==> config.mk <==
export PLATFORM = sky130hd
export DESIGN_NAME = ivt_timer
export DESIGN_NICKNAME = d
export VERILOG_FILES = /design/src/rtl/ivt_pkg.sv /design/src/rtl/ivt_prescaler.sv /design/src/rtl/ivt_channel.sv /design/src/rtl/ivt_timer.sv
export SDC_FILE = /design/constraint.sdc
export NUM_CORES = 1
export LEC_CHECK = 0
export BUFFER_PORTS_ARGS = -buffer_cell sky130_fd_sc_hd__buf_4
export CAP_MARGIN = 20
export CELL_PAD_IN_SITES_DETAIL_PLACEMENT = 1
export CELL_PAD_IN_SITES_GLOBAL_PLACEMENT = 1
export CORE_ASPECT_RATIO = 0.5
export CORE_UTILIZATION = 43
export DETAILED_ROUTE_END_ITERATION = 12
export GPL_TIMING_DRIVEN = 0
export PLACE_DENSITY = 0.82
export SETUP_SLACK_MARGIN = 0.1
export SYNTH_ARGS = -nofsm -noshare
export SYNTH_HDL_FRONTEND = slang
export SYNTH_SLANG_ARGS = --single-unit
==> constraint.sdc <==
create_clock -name clk -period 5.2 [get_ports clk]
set_input_delay 0.26 -clock clk [delete_from_list [all_inputs] [get_ports clk]]
set_output_delay 0.26 -clock clk [all_outputs]
set_load 0.02 [all_outputs]
==> src/rtl/ivt_pkg.sv <==
package ivt_pkg;
  // control word field positions (decoded by software drivers)
  localparam int FLAG_BIT = 7;
  localparam int IE_BIT   = 6;
  localparam int SEL_W    = 2;
  // address map
  localparam int RUN_OFS    = 0;
  localparam int GRP_BASE   = 2;
  localparam int GRP_STRIDE = 6;
  localparam int REG_STEP   = 2;
endpackage

==> src/rtl/ivt_prescaler.sv <==
module ivt_prescaler #(
  parameter int PRE_W = 9
) (
  input  logic       clk,
  input  logic       rst,
  input  logic       run,
  input  logic [1:0] sel,
  output logic       tick
);
  logic [PRE_W-1:0] pcnt_q;
  logic [PRE_W-1:0] lim;

  // divide by 8 << (2*sel): terminal count is that minus one
  always_comb lim = PRE_W'((32'd8 << (2 * sel)) - 32'd1);

  assign tick = run && (pcnt_q >= lim);

  always_ff @(posedge clk) begin
    if (rst || !run)  pcnt_q <= '0;
    else if (tick)    pcnt_q <= '0;
    else              pcnt_q <= pcnt_q + 1'b1;
  end

  // a fresh start always begins from an empty divider
  a_r10_fresh_start: assert property (@(posedge clk) disable iff (rst)
    (run && !$past(run)) |-> (pcnt_q == '0));
endmodule

==> src/rtl/ivt_channel.sv <==
module ivt_channel
  import ivt_pkg::*;
#(
  parameter int CW    = 16,
  parameter int PRE_W = 9
) (
  input  logic          clk,
  input  logic          rst,
  input  logic          run,
  input  logic          ctrl_we,
  input  logic          cnt_we,
  input  logic          cmp_we,
  input  logic [CW-1:0] wdata,
  output logic [CW-1:0] ctrl_o,
  output logic [CW-1:0] cnt_o,
  output logic [CW-1:0] cmp_o,
  output logic          irq
);
  logic             flag_q, ie_q;
  logic [SEL_W-1:0] sel_q;
  logic [CW-1:0]    cnt_q, cmp_q;
  logic             tick, hit;

  ivt_prescaler #(.PRE_W(PRE_W)) u_pre (
    .clk (clk),
    .rst (rst),
    .run (run),
    .sel (sel_q),
    .tick(tick)
  );

  // a software counter write swallows a coincident tick
  assign hit = tick && !cnt_we && (cnt_q == cmp_q);

  always_ff @(posedge clk) begin
    if (rst) begin
      flag_q <= 1'b0;
      ie_q   <= 1'b0;
      sel_q  <= '0;
      cnt_q  <= '0;
      cmp_q  <= '1;
    end else begin
      if (ctrl_we) begin
        ie_q   <= wdata[IE_BIT];
        sel_q  <= wdata[SEL_W-1:0];
        flag_q <= (flag_q & wdata[FLAG_BIT]) | hit;
      end else if (hit) begin
        flag_q <= 1'b1;
      end
      if (cnt_we)    cnt_q <= wdata;
      else if (tick) cnt_q <= hit ? '0 : cnt_q + 1'b1;
      if (cmp_we)    cmp_q <= wdata;
    end
  end

  always_comb begin
    ctrl_o              = '0;
    ctrl_o[FLAG_BIT]    = flag_q;
    ctrl_o[IE_BIT]      = ie_q;
    ctrl_o[SEL_W-1:0]   = sel_q;
  end
  assign cnt_o = cnt_q;
  assign cmp_o = cmp_q;
  assign irq   = flag_q & ie_q;

  // values right after reset
  a_r1_reset: assert property (@(posedge clk) disable iff (rst)
    $past(rst) |-> (cnt_q == '0 && cmp_q == '1 && !flag_q && !irq));
  // wrap to zero and latch the flag
  a_r6_wrap: assert property (@(posedge clk) disable iff (rst)
    (tick && !cnt_we && cnt_q == cmp_q) |=> (cnt_q == '0 && flag_q));
  // otherwise a tick advances by one
  a_r6_step: assert property (@(posedge clk) disable iff (rst)
    (tick && !cnt_we && cnt_q != cmp_q) |=> (cnt_q == $past(cnt_q) + 1'b1));
  // a clearing write without a coincident match clears the flag
  a_r7_clear: assert property (@(posedge clk) disable iff (rst)
    (ctrl_we && !wdata[FLAG_BIT] && !(tick && !cnt_we && cnt_q == cmp_q)) |=> !flag_q);
  // software counter write wins
  a_r9_write_wins: assert property (@(posedge clk) disable iff (rst)
    cnt_we |=> (cnt_q == $past(wdata)));
  // a stopped counter holds
  a_r9_hold: assert property (@(posedge clk) disable iff (rst)
    (!run && !cnt_we) |=> $stable(cnt_q));
endmodule

==> src/rtl/ivt_timer.sv <==
module ivt_timer
  import ivt_pkg::*;
#(
  parameter int NUM_CH = 2,
  parameter int CW     = 16,
  parameter int ADDR_W = 4,
  parameter int PRE_W  = 9
) (
  input  logic              clk,
  input  logic              rst,
  input  logic [ADDR_W-1:0] addr,
  input  logic              we,
  input  logic [CW-1:0]     wdata,
  output logic [CW-1:0]     rdata,
  output logic [NUM_CH-1:0] irq
);
  logic [NUM_CH-1:0] run_q;
  logic              run_sel;
  logic [NUM_CH-1:0] ctrl_sel, cnt_sel, cmp_sel;
  logic [CW-1:0]     ctrl_rd [NUM_CH];
  logic [CW-1:0]     cnt_rd  [NUM_CH];
  logic [CW-1:0]     cmp_rd  [NUM_CH];
  logic [CW-1:0]     rd_nxt, rd_q;

  assign run_sel = (addr == ADDR_W'(RUN_OFS));

  for (genvar g = 0; g < NUM_CH; g++) begin : g_ch
    localparam int BASE = GRP_BASE + GRP_STRIDE * g;
    assign ctrl_sel[g] = (addr == ADDR_W'(BASE));
    assign cnt_sel[g]  = (addr == ADDR_W'(BASE + REG_STEP));
    assign cmp_sel[g]  = (addr == ADDR_W'(BASE + 2 * REG_STEP));

    ivt_channel #(.CW(CW), .PRE_W(PRE_W)) u_ch (
      .clk    (clk),
      .rst    (rst),
      .run    (run_q[g]),
      .ctrl_we(we && ctrl_sel[g]),
      .cnt_we (we && cnt_sel[g]),
      .cmp_we (we && cmp_sel[g]),
      .wdata  (wdata),
      .ctrl_o (ctrl_rd[g]),
      .cnt_o  (cnt_rd[g]),
      .cmp_o  (cmp_rd[g]),
      .irq    (irq[g])
    );
  end

  always_ff @(posedge clk) begin
    if (rst)                 run_q <= '0;
    else if (we && run_sel)  run_q <= wdata[NUM_CH-1:0];
  end

  always_comb begin
    rd_nxt = '0;
    if (run_sel) rd_nxt = CW'(run_q);
    for (int i = 0; i < NUM_CH; i++) begin
      if (ctrl_sel[i]) rd_nxt = ctrl_rd[i];
      if (cnt_sel[i])  rd_nxt = cnt_rd[i];
      if (cmp_sel[i])  rd_nxt = cmp_rd[i];
    end
  end

  always_ff @(posedge clk) begin
    if (rst) rd_q <= '0;
    else     rd_q <= rd_nxt;
  end
  assign rdata = rd_q;

  // the run register takes the written bits
  a_r2_run_write: assert property (@(posedge clk) disable iff (rst)
    (we && run_sel) |=> (run_q == $past(wdata[NUM_CH-1:0])));
  // an unmapped read returns zero
  a_r11_hole_read: assert property (@(posedge clk) disable iff (rst)
    !(run_sel || (|ctrl_sel) || (|cnt_sel) || (|cmp_sel)) |=> (rdata == '0));
endmodule

==> results of run 1 <==
metrics by stage:
stage / setup WS [ps] / std cells / power [W] / hold slack, ps
after detailed placement: 2490 / 1004 / 0.00108 / 466
after global routing: 2210 / 1020 / 0.00188 / 179
final: 2440 / 1020 / 0.00182 / 177
after floorplan: 3120 / 773 / 0.00100 / 381
after CTS: 2460 / 1020 / 0.00183 / 164
after global placement: 2630 / 1004 / 0.00108 / 440
worst min-delay path: stages:
cell and delay [ps]:
buf_4 130, nand2_1 60, nand3b_1 70
report_power, final:
group / internal [W] / switching (W) / leakage (nW)
Sequential: 0.000847 / 0.0000158 / 0.875
Clock: 0.000398 / 0.000352 / 0.156
Combinational: 0.0000818 / 0.000123 / 1.55
area by class of cell:
type                            count  area (µm²)
Clock buffer                       10         239
Sequential cell                   108        2160
Timing Repair Buffer               39         293
Buffer                             58         279
Clock inverter                      6        76.3
Fill cell                        1704        6730
Inverter                           16        60.1
Multi-Input combinational cell    591        3510
Tap cell                          192         240
registers in the layout, indices dropped and copies added (netlist names):
register	flops
g_ch.u_ch.sel_q	4
g_ch.u_ch.u_pre.pcnt_q	18
g_ch.u_ch.cmp_o	32
g_ch.u_ch.flag_q	2
g_ch.u_ch.ie_q	2
run_q	2
rdata	16
g_ch.u_ch.cnt_o	32
per-layer routing:
metal | share of wire (%) | vias to the layer above | routed length [µm] | GRT usage (%)
met2 | 44 | 177 | 8780 | 44.4
met1 | 47 | 2870 | 9420 | 39.8
met3 | 7.1 | 34 | 1410 | 6.23
li1 | - | 2788 | - | -
met4 | 1.5 | 0 | 295 | 7.37
met5 | 0 | - | 0 | 0
final timing paths:
kind,from,to,slack [ps],depth (start not counted)
max,g_ch[0].u_ch.sel_q[1],g_ch[0].u_ch.cnt_o[4],2440,9
min,wdata[15],g_ch[1].u_ch.cmp_o[15],180,3
max reg2reg,g_ch[0].u_ch.sel_q[1],g_ch[0].u_ch.cnt_o[4],2440,9
min reg2reg,g_ch[0].u_ch.ie_q,g_ch[0].u_ch.ie_q,480,2
cells by family (layout without fill, tap and decap cells):
kind of cell,count (synthesis),count (layout),share of synthesized area [%]
compound gates,127,127,13.5
simple gates,390,390,32.5
flops,108,108,36.0
mux,9,9,1.92
xor+xnor,49,49,7.14
fa+ha+maj,16,16,3.33
buf+inv,74,129,5.64
cells in the mapped netlist (2+ instances only):
cell         n  area (µm²)
a211o_1      3        26.3
a211oi_1     2        15.0
a21oi_1     49         245
a221oi_1    12         105
a22oi_1      5        37.5
a2bb2oi_1   14         123
a311o_1      2        20.0
a31oi_1      9        56.3
a32oi_1      5        43.8
and2_1       4        25.0
and3_1      13        81.3
buf_2        9        45.0
buf_4        6        45.0
clkbuf_1    40         150
clkbuf_8     2        27.5
dfxtp_1    108        2160
ha_1        16         200
inv_1       16        60.1
mux2i_1      7        70.1
mux4_2       2        45.0
nand2_1    111         417
nand2b_1     5        31.3
nand3_1     55         275
nand3b_1    44         330
nand4_1     13        81.3
nor2_1     100         375
nor2b_1      5        31.3
nor3_1      16        80.1
nor3b_1      3        22.5
nor4_1       4        25.0
nor4_4       3        63.8
nor4b_1      2        17.5
o21ai_0     23         115
or3_1        2        12.5
or3b_2       2        17.5
xnor2_1     37         324
xor2_1      12         105
==> qor.txt, run 1 <==
run status = finished clean
Area after DPL = 6540 µm²
Worst path top cell family by delay = compound AO/OA/AOI/OAI gates
first-pass GRT wire length = 31400 µm
DIE HEIGHT = 85.6 µm
grt ovf = 0
Worst Setup Path Type = reg -> reg
Detailed Place HPWL = 14800 µm
core region area = 13600 µm²
Mapped Cells = 773
Final Routed Wirelength = 19900 µm
drt drc = 0
Max Cap Viol = 0
Clock Sinks = 108
Longest Clk Path Bufs = 2
Least-Margin Pin Slew = 795 ps
Area growth, synth to finish = 14.1%
Worst Path Arrival = 3050 ps
vias in the first global route = 5792
largest net degree at the start of global routing = 20
asr flop ratio synth = 0%
hold_buf cts = 0
Initial Util = 44.2%
fin crit period = 2760 ps
layout cells sized above 1 = 10.0%
Min-Delay Path Class = in -> reg
critical path's largest stage delay = 460 ps
clk slew on worst S/H paths = 80 ps
Ant. Diodes = 0
Fin. Hold Viols = 0
worst-path fanout max = 10
final setup TNS = 0 ps
post-CTS resize count = 0
CTS Buf Count = 9
vias per std cell = 5.75
most frequent cells in the layout = nand2_1 (111), dfxtp_1 (108), nor2_1 (100)
Root Buffer = clkbuf_16
CTS tree = done
CP Buf/Inv Count = 1
commonest non-fill, non-tap cell in the layout = nand2_1
I/O Buffers = 39
Most common cell on crit path = a22oi_1
Clk Latency, worst-skew pair = 370 ps
final setup vio count = 0
Die Width = 169 µm
total die area = 14500 µm²
part of the cycle the worst path needs = 53.1%
DRT iter0 DRCs = 520
GRT Total Usage = 28.5%
fin nets = 862
antenna violations before repair = 0
WL per Instance = 19.5 µm
post-detailed-route count of antenna-violating nets = 0
area of the mapped netlist = 6010 µm²
leakage = 2.59 nW
final slew viol count = 0
startpoint type of the worst setup path = register
Post-Layout Inst Area = 6860 µm²
Top FF cell, synth = dfxtp_1
Seq cells post-synth = 108
Cell variety after synth = 49
RSZ-0062 raised after global routing = no
syn_area_per_cell = 7.78 µm²
htree depth = 3
clock skew = 11.7 ps
worst-path cell chain = nor2_1 > ha_1 > nand3_1 > o21ai_0 > a22oi_1 > nor3_2 > clkbuf_1 > a22oi_1 > a21oi_1
routability congestion estimate = 0.872
Seq/Total Area, Yosys = 36.0%
Critical Path RT = 5490 ps
number of flops mapped to enable cells by yosys = 0
pwr dens = 265 nW/µm²
first drt pass iteration count = 5
IO Count = 41
fin util = 50.5%
CP max stage cell = dfxtp_1
setup repair bufs after CTS = 0
overall via count from detail_route = 5869
row count = 30
VDD IR-drop max = 160 µV
Critical Path End Type = register
Ys Warns = 0
Peak Freq = 362 MHz
max_slew headroom = 46.9%
syn nets = 812
Note: power is estimated with default switching activity, not from simulation.
==> inputs of run 2 (changes only) <==
- clock period: 5.2 -> 2.6 ns (I/O delays scaled with it)
==> run 2 against run 1 <==
Net effect: clock skew rose by 1.2 ps; maximum frequency grew 16%; clock-buffer cell count unchanged; global-route usage up 0.054 points; flip-flop and latch count unchanged; core utilization is 0.53 points higher; clock power is 100% higher; worst hold slack lost 130 ps; final area is 1.1% higher.
==> qor.txt, run 2 (same netlist as run 1, synthesis figures left out) <==
CTS tree = done
first-pass GRT wire length = 31400 µm
Clk Latency, worst-skew pair = 370 ps
routability congestion estimate = 0.872
WL per Instance = 19.6 µm
final setup vio count = 0
CTS Buf Count = 9
final hold slack = 43.6 ps
hold_buf cts = 0
part of the cycle the worst path needs = 92.0%
DRT iter0 DRCs = 472
fin crit period = 2390 ps
Worst Setup Path Type = reg -> reg
max_slew headroom = 47.2%
combinational power share = 11.3%
Ant. Diodes = 0
Root Buffer = clkbuf_16
commonest non-fill, non-tap cell in the layout = nand2_1
Clk pwr share = 41.4%
RSZ-0062 raised after global routing = no
VDD IR-drop max = 322 µV
Least-Margin Pin Slew = 791 ps
fin nets = 868
worst-path cell chain = nand2_1 > ha_1 > and4_1 > and2_1 > a22oi_2 > and2_1 > clkbuf_4 > a22oi_1 > a21oi_1
grt ovf = 0
pre-CTS setup slack = -105 ps
DIE HEIGHT = 85.6 µm
Reg2Reg Setup Slack = 210 ps
Worst path top cell family by delay = simple AND/OR/NAND/NOR gates
overall via count from detail_route = 5949
GRT Total Usage = 28.5%
first drt pass iteration count = 5
Die Width = 169 µm
NetSw = 0.000992 W
Area growth, synth to finish = 15.3%
R2R Path Start = g_ch[0].u_ch.sel_q[0]
instance count on the critical path = 9
antenna violations before repair = 0
Worst Path Arrival = 2680 ps
Min-Delay Path Class = in -> reg
Longest Clk Path Bufs = 2
Most common cell on crit path = and2_1
Final Routed Wirelength = 20100 µm
IO Count = 41
register share of total power = 47.3%
vias in the first global route = 5792
clock skew = 12.9 ps
post-detailed-route count of antenna-violating nets = 0
Max Cap Viol = 0
r2r worst-path depth = 9
CP max stage cell = dfxtp_1
Fin. Hold Viols = 0
total die area = 14500 µm²
startpoint type of the worst setup path = register
critical path's largest stage delay = 430 ps
hold depth = 3
number of fill cells = 1696
Clock Sinks = 108
Critical Path RT = 2890 ps
I/O Buffers = 39
htree depth = 3
run status = finished clean
leakage = 2.63 nW
Crit Reg-Reg Endpoint = g_ch[0].u_ch.cnt_o[4]
pwr dens = 526 nW/µm²
most frequent cells in the layout = nand2_1 (111), dfxtp_1 (106), nor2_1 (100)
largest net degree at the start of global routing = 20
Initial Util = 44.2%
CP Buf/Inv Count = 1
Detailed Place HPWL = 14800 µm
drt drc = 0
Min-Delay Endpoint = g_ch[1].u_ch.cmp_o[15]
Peak Freq = 418 MHz
Switching Fraction = 27.2%
layout cells sized above 1 = 11.6%
clk slew on worst S/H paths = 80 ps
worst-path fanout max = 10
row count = 30
core region area = 13600 µm²
vias per std cell = 5.80
min-delay src = wdata[15]
Int Power = 0.00265 W
crit path setup slack, layout = 209 ps
Critical Path End Type = register
final slew viol count = 0
==> run 2: how the worst max path moves through the flow <==
stage | from | end | slack (ps)
6_report | g_ch[0].u_ch.sel_q[0] | g_ch[0].u_ch.cnt_o[4] | 210
4_1_cts | g_ch[0].u_ch.sel_q[1] | g_ch[0].u_ch.cnt_o[4] | 90
3_3_place_gp | g_ch[0].u_ch.sel_q[1] | g_ch[0].u_ch.cnt_o[4] | 30
3_5_place_dp | g_ch[0].u_ch.sel_q[1] | g_ch[0].u_ch.cnt_o[4] | -110
2_1_floorplan | g_ch[1].u_ch.sel_q[1] | g_ch[1].u_ch.cnt_o[12] | 520
5_1_grt | g_ch[0].u_ch.sel_q[0] | g_ch[0].u_ch.cnt_o[4] | 100
==> run 2: per-stage QoR <==
| stage | setup TNS [ps] | instance area [µm²] | utilization, % | power (W) | std cells |
|---|---|---|---|---|---|
| 2_1_floorplan | 0 | 6010 | - | 0.00201 | 773 |
| 3_3_place_gp | 0 | 6540 | 48.2 | 0.00215 | 1004 |
| 3_5_place_dp | -1020 | 6540 | 48.2 | 0.00216 | 1004 |
| 4_1_cts | 0 | 6890 | 50.7 | 0.00366 | 1021 |
| 5_1_grt | 0 | 6930 | 51.0 | 0.00377 | 1026 |
| 6_report | 0 | 6930 | 51.0 | 0.00365 | 1026 |
==> run 2: timing repair <==
action,4_1_cts,5_1_grt
pin swaps,2,4
resized for setup,6,7
setup endpoints to repair,31,32
buffers inserted,1,5
hold endpoints to repair,0,0
==> run 2: area by class of cell <==
class | count | area (µm²) | area share (%)
clock buffer | 10 | 239 | 3.45
inverter | 16 | 60.1 | 0.866
sequential | 108 | 2160 | 31.2
buffer | 58 | 285 | 4.12
tap | 192 | 240 | 3.47
clock inverter | 6 | 76.3 | 1.10
timing repair buffer | 45 | 338 | 4.87
multi-input combinational | 591 | 3530 | 50.9
==> run 2: power groups by stage <==
stage          Combinational, W  Clock [W]  Sequential, W
2_1_floorplan          0.000241          0        0.00176
3_3_place_gp           0.000391          0        0.00176
3_5_place_dp           0.000402          0        0.00176
4_1_cts                0.000404    0.00153        0.00172
5_1_grt                0.000440    0.00160        0.00173
6_report               0.000411    0.00151        0.00173
==> run 2: worst min-delay path, delay by kind of cell <==
family / cells / cell delay, ps
buf+inv: 1 / 130
simple gates: 2 / 130
==> run 2: metal layers <==
layer	wire (µm)	track usage, %	vias to the layer above
met2	8890	44.4	175
met4	331	7.53	0
li1	-	-	2801
met3	1390	6.18	29
met5	0	0	-
met1	9540	39.9	2944
